[config.mk]
export PLATFORM = sky130hd
export DESIGN_NAME = gmem_guard
export DESIGN_NICKNAME = d
export VERILOG_FILES = /design/src/rtl/gmem_pkg.sv /design/src/rtl/gmem_arb.sv /design/src/rtl/gmem_store.sv /design/src/rtl/gmem_status.sv /design/src/rtl/gmem_guard.sv
export SDC_FILE = /design/constraint.sdc
export NUM_CORES = 2
export LEC_CHECK = 0
export ABC_AREA = 0
export BUFFER_PORTS_ARGS = -buffer_cell sky130_fd_sc_hd__buf_2
export CAP_MARGIN = 25
export CORE_MARGIN = 2
export CORE_UTILIZATION = 40
export DETAILED_ROUTE_END_ITERATION = 10
export PLACE_DENSITY_LB_ADDON = 0.2
export RECOVER_POWER = 100
export SYNTH_ARGS = -nofsm -noshare
export SYNTH_HDL_FRONTEND = slang
export SYNTH_MEMORY_MAX_BITS = 65536
export SYNTH_SLANG_ARGS = --single-unit
export TNS_END_PERCENT = 20
[constraint.sdc]
create_clock -name clk -period 11.15 [get_ports clk]
set_input_delay 1.115 -clock clk [delete_from_list [all_inputs] [get_ports clk]]
set_output_delay 1.115 -clock clk [all_outputs]
set_load 0.01 [all_outputs]
[src/rtl/gmem_pkg.sv]
package gmem_pkg;
  localparam int DATA_W      = 16;
  localparam int STAT_W      = 16;
  localparam int ST_PAR_IDX  = 2;
  localparam int ST_LOCK_IDX = 3;

  typedef struct packed {
    logic              lock;
    logic              par;
    logic [DATA_W-1:0] data;
  } gword_t;

  typedef enum logic [1:0] {
    WR_NONE  = 2'd0,
    WR_TIMER = 2'd1,
    WR_LOCK  = 2'd2,
    WR_CPU   = 2'd3
  } wsrc_e;

  // parity bit that makes {lock, data, parity} hold an odd count of ones
  function automatic logic odd_fill(input logic lock, input logic [DATA_W-1:0] d);
    return ~(^{lock, d});
  endfunction
endpackage

[src/rtl/gmem_arb.sv]
module gmem_arb
  import gmem_pkg::*;
#(
  parameter int LOC_W = 8
) (
  input  logic              tmr_we,
  input  logic [LOC_W-1:0]  tmr_loc,
  input  logic [DATA_W-1:0] tmr_data,
  input  logic              tmr_lock,
  input  logic              lock_cmd,
  input  logic              unlock,
  input  logic [LOC_W-1:0]  lock_loc,
  input  logic              lock_val,
  input  logic              cpu_wr,
  input  logic [LOC_W-1:0]  cpu_loc,
  input  logic [DATA_W-1:0] cpu_data,
  input  logic              cpu_flip,
  input  logic              cpu_lock,
  output wsrc_e             wsrc,
  output logic [LOC_W-1:0]  wr_loc,
  output logic [DATA_W-1:0] wr_data,
  output logic              wr_par,
  output logic              viol
);
  always_comb begin
    wsrc    = WR_NONE;
    wr_loc  = cpu_loc;
    wr_data = cpu_data;
    wr_par  = 1'b0;
    viol    = 1'b0;
    if (tmr_we) begin
      wsrc    = WR_TIMER;
      wr_loc  = tmr_loc;
      wr_data = tmr_data;
      wr_par  = odd_fill(tmr_lock, tmr_data);
    end else if (lock_cmd && unlock) begin
      wsrc    = WR_LOCK;
      wr_loc  = lock_loc;
      wr_par  = lock_val;
    end else if (cpu_wr) begin
      if (cpu_lock) begin
        viol = 1'b1;
      end else begin
        wsrc   = WR_CPU;
        wr_par = odd_fill(1'b0, cpu_data) ^ cpu_flip;
      end
    end
  end
endmodule

[src/rtl/gmem_store.sv]
module gmem_store
  import gmem_pkg::*;
#(
  parameter int DEPTH = 256,
  localparam int LOC_W = $clog2(DEPTH)
) (
  input  logic              clk,
  input  logic              arst_n,
  input  wsrc_e             wsrc,
  input  logic [LOC_W-1:0]  wr_loc,
  input  logic [DATA_W-1:0] wr_data,
  input  logic              wr_par,
  input  logic              rd_en,
  input  logic [LOC_W-1:0]  rd_loc,
  output logic [DEPTH-1:0]  lock_bits,
  output gword_t            rd_word,
  output logic              rd_valid
);
  logic [DATA_W-1:0] dat_mem [DEPTH];
  logic              par_mem [DEPTH];
  logic [DEPTH-1:0]  lock_d, lock_q;
  logic              data_we, lock_we;

  assign data_we = (wsrc == WR_TIMER) || (wsrc == WR_CPU);
  assign lock_we = (wsrc == WR_LOCK);

  always_comb begin
    lock_d = lock_q;
    if (lock_we) lock_d[wr_loc] = wr_par;
  end

  always_ff @(posedge clk or negedge arst_n) begin
    if (!arst_n) lock_q <= '0;
    else         lock_q <= lock_d;
  end

  // data and parity array, no reset; a lock change flips parity only if the bit changes
  always_ff @(posedge clk) begin
    if (data_we) begin
      dat_mem[wr_loc] <= wr_data;
      par_mem[wr_loc] <= wr_par;
    end else if (lock_we) begin
      par_mem[wr_loc] <= par_mem[wr_loc] ^ (lock_q[wr_loc] ^ wr_par);
    end
  end

  always_ff @(posedge clk) begin
    if (rd_en) rd_word <= '{lock: lock_q[rd_loc], par: par_mem[rd_loc], data: dat_mem[rd_loc]};
  end

  always_ff @(posedge clk or negedge arst_n) begin
    if (!arst_n) rd_valid <= 1'b0;
    else         rd_valid <= rd_en;
  end

  assign lock_bits = lock_q;
endmodule

[src/rtl/gmem_status.sv]
module gmem_status
  import gmem_pkg::*;
(
  input  logic              clk,
  input  logic              arst_n,
  input  logic              par_fail,
  input  logic              viol,
  input  logic              clr,
  output logic [STAT_W-1:0] status,
  output logic              irq
);
  logic par_q, par_d, lock_q, lock_d;

  always_comb begin
    par_d  = clr ? 1'b0 : par_q;
    lock_d = clr ? 1'b0 : lock_q;
    if (par_fail) par_d  = 1'b1;
    if (viol)     lock_d = 1'b1;
  end

  always_ff @(posedge clk or negedge arst_n) begin
    if (!arst_n) begin
      par_q  <= 1'b0;
      lock_q <= 1'b0;
    end else begin
      par_q  <= par_d;
      lock_q <= lock_d;
    end
  end

  always_comb begin
    status              = '0;
    status[ST_PAR_IDX]  = par_q;
    status[ST_LOCK_IDX] = lock_q;
  end
  assign irq = par_q | lock_q;
endmodule

[src/rtl/gmem_guard.sv]
module gmem_guard
  import gmem_pkg::*;
#(
  parameter int ADDR_W = 15,
  parameter int DEPTH  = 256
) (
  input  logic              clk,
  input  logic              rst_n,
  input  logic              cpu_req,
  input  logic              cpu_we,
  input  logic [ADDR_W-1:0] cpu_addr,
  input  logic [15:0]       cpu_wdata,
  input  logic              cpu_par_flip,
  output logic [15:0]       cpu_rdata,
  output logic              cpu_rvalid,
  output logic              cpu_viol,
  input  logic              tmr_we,
  input  logic [ADDR_W-1:0] tmr_addr,
  input  logic [15:0]       tmr_wdata,
  input  logic              lock_cmd,
  input  logic [ADDR_W-1:0] lock_addr,
  input  logic              lock_val,
  input  logic              unlock,
  input  logic              err_clr,
  output logic [15:0]       int_status,
  output logic              int_req
);
  localparam int LOC_W = $clog2(DEPTH);

  logic [1:0]       rst_sync;
  logic             arst_n;
  logic [LOC_W-1:0] cpu_loc, tmr_loc, lck_loc;
  logic [DEPTH-1:0] lock_bits;
  wsrc_e            wsrc;
  logic [LOC_W-1:0] wr_loc;
  logic [DATA_W-1:0] wr_data;
  logic             wr_par;
  logic             viol;
  logic             rd_en;
  gword_t           rd_word;
  logic             rd_valid;
  logic             par_fail;

  always_ff @(posedge clk or negedge rst_n) begin
    if (!rst_n) rst_sync <= 2'b00;
    else        rst_sync <= {rst_sync[0], 1'b1};
  end
  assign arst_n = rst_sync[1];

  // circular addressing: upper address bits do not select
  assign cpu_loc = cpu_addr[LOC_W-1:0];
  assign tmr_loc = tmr_addr[LOC_W-1:0];
  assign lck_loc = lock_addr[LOC_W-1:0];

  generate
    if (LOC_W < ADDR_W) begin : g_alias
      logic addr_hi_unused;
      assign addr_hi_unused = ^{cpu_addr[ADDR_W-1:LOC_W], tmr_addr[ADDR_W-1:LOC_W],
                                lock_addr[ADDR_W-1:LOC_W]};
    end
  endgenerate

  gmem_arb #(.LOC_W(LOC_W)) u_arb (
    .tmr_we   (tmr_we),
    .tmr_loc  (tmr_loc),
    .tmr_data (tmr_wdata),
    .tmr_lock (lock_bits[tmr_loc]),
    .lock_cmd (lock_cmd),
    .unlock   (unlock),
    .lock_loc (lck_loc),
    .lock_val (lock_val),
    .cpu_wr   (cpu_req && cpu_we),
    .cpu_loc  (cpu_loc),
    .cpu_data (cpu_wdata),
    .cpu_flip (cpu_par_flip),
    .cpu_lock (lock_bits[cpu_loc]),
    .wsrc     (wsrc),
    .wr_loc   (wr_loc),
    .wr_data  (wr_data),
    .wr_par   (wr_par),
    .viol     (viol)
  );

  assign rd_en = cpu_req && !cpu_we;

  gmem_store #(.DEPTH(DEPTH)) u_store (
    .clk       (clk),
    .arst_n    (arst_n),
    .wsrc      (wsrc),
    .wr_loc    (wr_loc),
    .wr_data   (wr_data),
    .wr_par    (wr_par),
    .rd_en     (rd_en),
    .rd_loc    (cpu_loc),
    .lock_bits (lock_bits),
    .rd_word   (rd_word),
    .rd_valid  (rd_valid)
  );

  assign par_fail = rd_valid && !(^rd_word);

  gmem_status u_stat (
    .clk      (clk),
    .arst_n   (arst_n),
    .par_fail (par_fail),
    .viol     (viol),
    .clr      (err_clr),
    .status   (int_status),
    .irq      (int_req)
  );

  assign cpu_rdata  = rd_word.data;
  assign cpu_rvalid = rd_valid;
  assign cpu_viol   = viol;
endmodule

# After elaboration in Yosys (flattened, before gate mapping)
# Memory sizes are Yosys's and may differ from the RTL's. A register that Yosys moved wholly into a read port is not among the register bits.
# Index checks and enable logic that the tools add are counted.
[word_totals]
in_bits = 87
regBits = 262
output_inout_bits = 35
n_memories = 2
ram_bits = 4352
word_cells = 68
[mem_list]
columns = ["name", "depth", "width", "read_ports", "rd_ports_with_merged_regs", "write_ports", "line", "rtl"]
rows = [
  ["u_store.dat_mem", 256, 16, 1, 1, 1, "gmem_store.sv:19", "logic [DATA_W-1:0] dat_mem [DEPTH];"],
  ["u_store.par_mem", 256, 1, 2, 1, 1, "gmem_store.sv:20", "logic par_mem [DEPTH];"],
]
[classes]
reduce_logical = 13
n_eq_ne = 3
magnitude_cmp = 4
muxes = 33
n_bitwise = 7
[ops]
columns = ["operator", "count"]
rows = [
  ["bitwise mux 256 bit", 1],
  ["parity 17 bit", 2],
  ["< comparator 8 x 9 -> 1 bit, second input constant", 3],
  ["binary-select mux 1 bit (select 8 bit)", 3],
  ["two-way mux 1 bit", 21],
  ["parity 18 bit", 1],
  ["two-way mux 16 bit", 1],
  ["two-way mux 8 bit", 2],
  ["demux 1 bit (select 8 bit)", 1],
  ["greater-or-equal comparator 8 x 1 -> 1 bit, second input constant", 1],
  ["two-way mux 2 bit", 4],
  ["logical AND 1 bit", 5],
  ["equality test 2 bit, second input constant", 2],
  ["nonzero test 2 bit", 2],
  ["bitwise XOR 1 bit", 3],
  ["equality test 2 x 1 -> 1 bit, second input constant", 1],
  ["logical NOT 1 bit", 2],
  ["inverter 1 bit", 2],
  ["OR 1 bit", 2],
  ["logical OR 1 bit", 1],
]

# Depth between registers and ports, before layout
[depth]
word_depth = 11
depth_mapped = 20
ltp_nobuf = 11

# Modules after synthesis
# From an unflattened synthesis, not the netlist that was laid out.
[unflattened]
cells_unflattened = 9005
hier_area_um2 = 190214.9
[by_module_without_submodules]
columns = ["module", "cells_each", "seq_area_each_um2", "n_inst", "area_each_um2"]
rows = [
  ["gmem_store", 8483, 137657.0, 1, 184867.3],
  ["gmem_guard", 414, 50.0, 1, 4438.0],
  ["gmem_arb", 85, 0.0, 1, 709.4],
  ["gmem_status", 23, 50.0, 1, 200.2],
]

# Worst setup path before layout
# No wires, ideal clock.
[synth_timing]
path_kind = "input -> register"
from = "in tmr_addr[0]"
to = "mem u_store.par_mem[0], data pin"
setup_time_ps = 1524
path_slack_ps = -1259
required_time_ps = 9626
path_buffers = 3
stages = 10
arrival_time_ps = 10885
cell_sequence = "buf_2 buf_2 mux4_2 mux4_2 mux4_2 mux4_2 xnor2_1 o21ai_1 clkbuf_1 xor2_1"
[synth_via]
elab_chain_len = 8
word_cells_on_any_way = 12
classes_between = "mux (7); bitwise (3); reduce/logical (1); memory (1)"
[synth_rtl]
columns = ["element", "line", "rtl"]
rows = [
  ["start, declared", "gmem_guard.sv:18", "input logic [ADDR_W-1:0] tmr_addr,"],
  ["binary-select mux 1 bit (select 8 bit)", "gmem_guard.sv:67", ".tmr_lock (lock_bits[tmr_loc]),"],
  ["two-way mux 1 bit (not written as such)", "gmem_guard.sv:67", ""],
  ["parity 17 bit", "gmem_pkg.sv:22", "return ~(^{lock, d});"],
  ["inverter 1 bit", "gmem_pkg.sv:22", ""],
  ["two-way mux 1 bit", "gmem_arb.sv:31", "if (tmr_we) begin"],
  ["bitwise XOR 1 bit (2 in series)", "gmem_store.sv:43", "par_mem[wr_loc] <= par_mem[wr_loc] ^ (lock_q[wr_loc] ^ wr_par);"],
  ["two-way mux 1 bit (no source line) *", "n/a", ""],
  ["end, declared", "gmem_store.sv:20", ""],
]
# Every way passes the cells marked *; elsewhere a longest branch is shown, timed or not. The select of a mux whose other input is x is not followed.

# Worst setup path in the final report
[layout_timing]
from = "in cpu_addr[0]"
to = "reg u_store.lock_q[95], in the netlist u_store.lock_bits[95]"
[layout_via]
elab_chain_len = 7
word_cells_on_any_way = 19
classes_between = "order compare (2); eq/ne (1); mux (15); reduce/logical (1)"
[layout_rtl]
columns = ["element", "line", "rtl"]
rows = [
  ["start, declared", "gmem_guard.sv:11", "input logic [ADDR_W-1:0] cpu_addr,"],
  ["binary-select mux 1 bit (select 8 bit) *", "gmem_guard.sv:76", ".cpu_lock (lock_bits[cpu_loc]),"],
  ["two-way mux 1 bit (not written as such) *", "gmem_guard.sv:76", ""],
  ["via u_arb.cpu_lock", "gmem_arb.sv:18", "input logic cpu_lock,"],
  ["two-way mux 2 bit or two-way mux 1 bit (tied branches)", "gmem_arb.sv:41", "if (cpu_lock) begin"],
  ["two-way mux 2 bit or two-way mux 1 bit (tied branches)", "gmem_arb.sv:40", "end else if (cpu_wr) begin"],
  ["two-way mux 2 bit or two-way mux 1 bit (tied branches)", "gmem_arb.sv:36", "end else if (lock_cmd && unlock) begin"],
  ["two-way mux 2 bit or two-way mux 1 bit (tied branches)", "gmem_arb.sv:31", ""],
  ["equality test 2 bit or bitwise mux 256 bit (tied branches)", "gmem_store.sv:25, gmem_store.sv:29", ""],
  ["end signal, assigned", "gmem_store.sv:34", "else lock_q <= lock_d;"],
  ["end, declared", "gmem_store.sv:21", "logic [DEPTH-1:0] lock_d, lock_q;"],
]
# The timed path passes the listed nets; every way through them passes the cells marked *. The select of a mux whose other input is x is not followed.
# A chain may end at the register's enable or synchronous reset.

==> reports/results.ini <==
[min_path]
hold_start = rst_sync[0]$_DFF_PN0_
hold_class = reg -> reg
worstHoldEndpoint = rst_sync[1]$_DFF_PN0_
whs_path_depth = 0

[cts]
cts_root_buf = clkbuf_16
cts_buffer_depth = 4
clk_latency_ns = 1.05
clk_pin_slew_worst_paths_ns = 0.06
cts_tree = built
cts_made_buffers = 461
h-tree-depth = 5
cts.sinks = 4631

[sta]
tns_ns = 0
fin_crit_sh_pct = 79.9
tightest_slew_ns = 4.80
skew_ns = 0.0643
hold_violations = 0
worst_slack_ns = 2.24
max_freq_mhz = 112
rsz0062_at_grt = false
final-setup-viol-count = 0
relSlewSlack_pct = -220
slew_violations = 4313
fin_crit_ns = 8.91

[critical_path]
worstPathArrival_ns = 9.78
critPathCaptureType = flip-flop
rr_worst_depth = 9
r2r-end = u_store.lock_bits[90]$_DFFE_PN0P_
cp.required_ns = 12.02
crit_start = cpu_addr[0]
crit_fanout = 174
regToRegSetupSlack_ns = 3.55
startpoint_type = primary input
critPathKind = in -> reg
rr_startpoint = u_store.lock_bits[55]$_DFFE_PN0P_

[power_and_ir_drop]
cellPowerDensity_nw_per_um2 = 177
ir_worst_vdd_mv = 0.133
leakage_nw = 64.8

[detailed_routing]
drt_pre_antenna_iters = 7
wirelength_mm = 513
wl_per_cell_um = 32.6
antenna_left = 0
num_vias = 93600
drt_iter0_drc = 11600
post-route-drc-count = 0
vias_per_cell = 5.94

[placement]
place_area_um2 = 198000
port_buffers = 86
gp_congestion = 0.820
dp_hpwl_mm = 300
pre_cts_ws_ns = 3.03

[synthesis]
synthFlopType = edfxtp_1
yosys_warnings = 0
ys_seq_area_share_pct = 73.2
synth_edf_count = 4370
synth-seq-cells = 4631
synth_area_um2 = 188000
synth.distinct_cells = 60
netlist_instances = 8802
avgSynthCellArea_um2 = 21.4
synthArstFlopShare_pct = 5.64

[grt]
grt_pass1_vias = 94800
grt_use_total_pct = 21.3
grt_pass1_wl_mm = 721
overflow = 0
antenna_found_initial = 37
grt_max_degree = 175

[finish]
post-route-util_pct = 45.2
mostFrequentLayoutCell = edfxtp_1
drive_gt1_share_pct = 27.0
design_area_um2 = 211000
area_growth_pct = 12.3
num-fill-cells = 39400
final_cell_mix = edfxtp_1, mux4_2, nor2_1, clkbuf_16, clkbuf_1
design.final.nets = 9255

[outcome]
violations = capacitance limit, slew limit
status = complete, but fails checks

[floorplanning]
rows = 251
die_w_um = 690
start_util_pct = 40.2
die_height_um = 690
dieArea_um2 = 476000
io_pins = 122
core_region_area_um2 = 468000

[flow_run]
maxCapViolations = 88

==> routing by layer <==
layer / global-route usage [%] / up-vias / wire (um)
met5: 0 / - / 76
met4: 5.29 / 12 / 14100
met3: 3.17 / 703 / 36700
met2: 34.5 / 3689 / 247000
met1: 30.6 / 51200 / 215000
li1: - / 37900 / -
==> power breakdown <==
group / internal, mW / total (mW) / switching (mW)
registers: 19.5 / 19.5 / 0.0578
logic: 0.890 / 2.80 / 1.91
clock network: 8.56 / 15.1 / 6.57
==> cell usage after synthesis (all sizes together) (12+ instances only) <==
| cell | n | area (um2) |
|---|---|---|
| o21ai | 262 | 1310 |
| clkbuf | 462 | 1740 |
| edfxtp | 4370 | 131000 |
| a32oi | 39 | 342 |
| o311ai | 19 | 166 |
| a2111oi | 19 | 166 |
| nand2b | 12 | 75.1 |
| o31ai | 260 | 1960 |
| nand4 | 13 | 81.3 |
| mux2i | 82 | 821 |
| mux2 | 23 | 259 |
| inv | 37 | 139 |
| dfrtp | 261 | 6530 |
| nor2 | 556 | 2090 |
| nand2 | 253 | 950 |
| nor3 | 12 | 60.1 |
| o2111ai | 20 | 175 |
| xnor2 | 45 | 394 |
| a31oi | 14 | 87.6 |
| nand3 | 47 | 235 |
| mux4 | 1656 | 37300 |
| and3 | 12 | 75.1 |
| buf | 226 | 1180 |
==> how the worst max path moves through the flow <==
stage          depth (start not counted)                                 to  slack, ns
2_1_floorplan                         10       u_store.par_mem[0]$_DFFE_PP_       1.96
3_3_place_gp                          13   u_store.dat_mem[4][11]$_DFFE_PP_       2.85
3_5_place_dp                          16      u_store.par_mem[58]$_DFFE_PP_       3.03
4_1_cts                               16     u_store.par_mem[116]$_DFFE_PP_       4.09
5_1_grt                               14  u_store.lock_bits[72]$_DFFE_PN0P_       1.84
6_report                              14  u_store.lock_bits[95]$_DFFE_PN0P_       2.24
==> through the flow <==
step | cells | hold slack (ns) | power (mW)
2_1_floorplan | 8815 | 0.331 | 21.5
3_3_place_gp | 14800 | 0.338 | 22.6
3_5_place_dp | 14900 | 0.344 | 22.7
4_1_cts | 15700 | 0.323 | 37.8
5_1_grt | 15700 | 0.367 | 38.5
6_report | 15800 | 0.356 | 37.5
==> logic make-up after synthesis <==
| kind of cell | count (synthesis) | synth area share (%) |
|---|---|---|
| DFF | 4631 | 73.2 |
| muxes | 1761 | 20.4 |
| and+or+nand+nor | 929 | 1.98 |
| buffers and inverters | 726 | 1.63 |
| AOI/OAI and AO/OA | 702 | 2.52 |
| xor gates and xnor gates | 51 | 0.237 |
| other | 2 | 0.00399 |
==> cell type report <==
cell class                 count  area [um2]  share of cell area [%]
sequential                  4631      138000                    65.2
multi-input combinational   3458       47600                    22.5
clock buffer                 581       12200                    5.75
tap                         6198        7750                    3.67
timing repair buffer         578        3480                    1.65
clock inverter               256        2410                    1.14
inverter                      38         143                  0.0675
antenna                       14        35.0                  0.0166
==> sequential cells by signal, indices dropped and copies added (netlist names) <==
signal,count
u_store.lock_bits,256
u_store.dat_mem,4096
u_stat.lock_q,1
u_stat.par_q,1
u_store.par_mem,256
u_store.rd_word,18
rst_sync,2
u_store.rd_valid,1
==> timing repair <==
| action | 4_1_cts | 5_1_grt |
|---|---|---|
| hold buffers | 1 | 0 |
| endpoints found under the setup margin | 0 | 0 |
| buffers inserted | 0 | 0 |
| endpoints found under the hold margin | 2 | 0 |
| gates resized for setup | 0 | 0 |
==> critical path, cell delays in order <==
cell and delay (ns):
buf_12 0.42, clkbuf_1 0.83, buf_16 0.38, mux4_2 0.60, mux4_2 0.51, mux4_2 0.58
mux4_2 0.60, nor2_1 0.18, nand2_1 0.09, o21ai_1 0.22, o21ai_4 0.18, clkbuf_2 2.05
buf_4 1.20, o31ai_1 0.38
(Power assumes the default switching activity.)
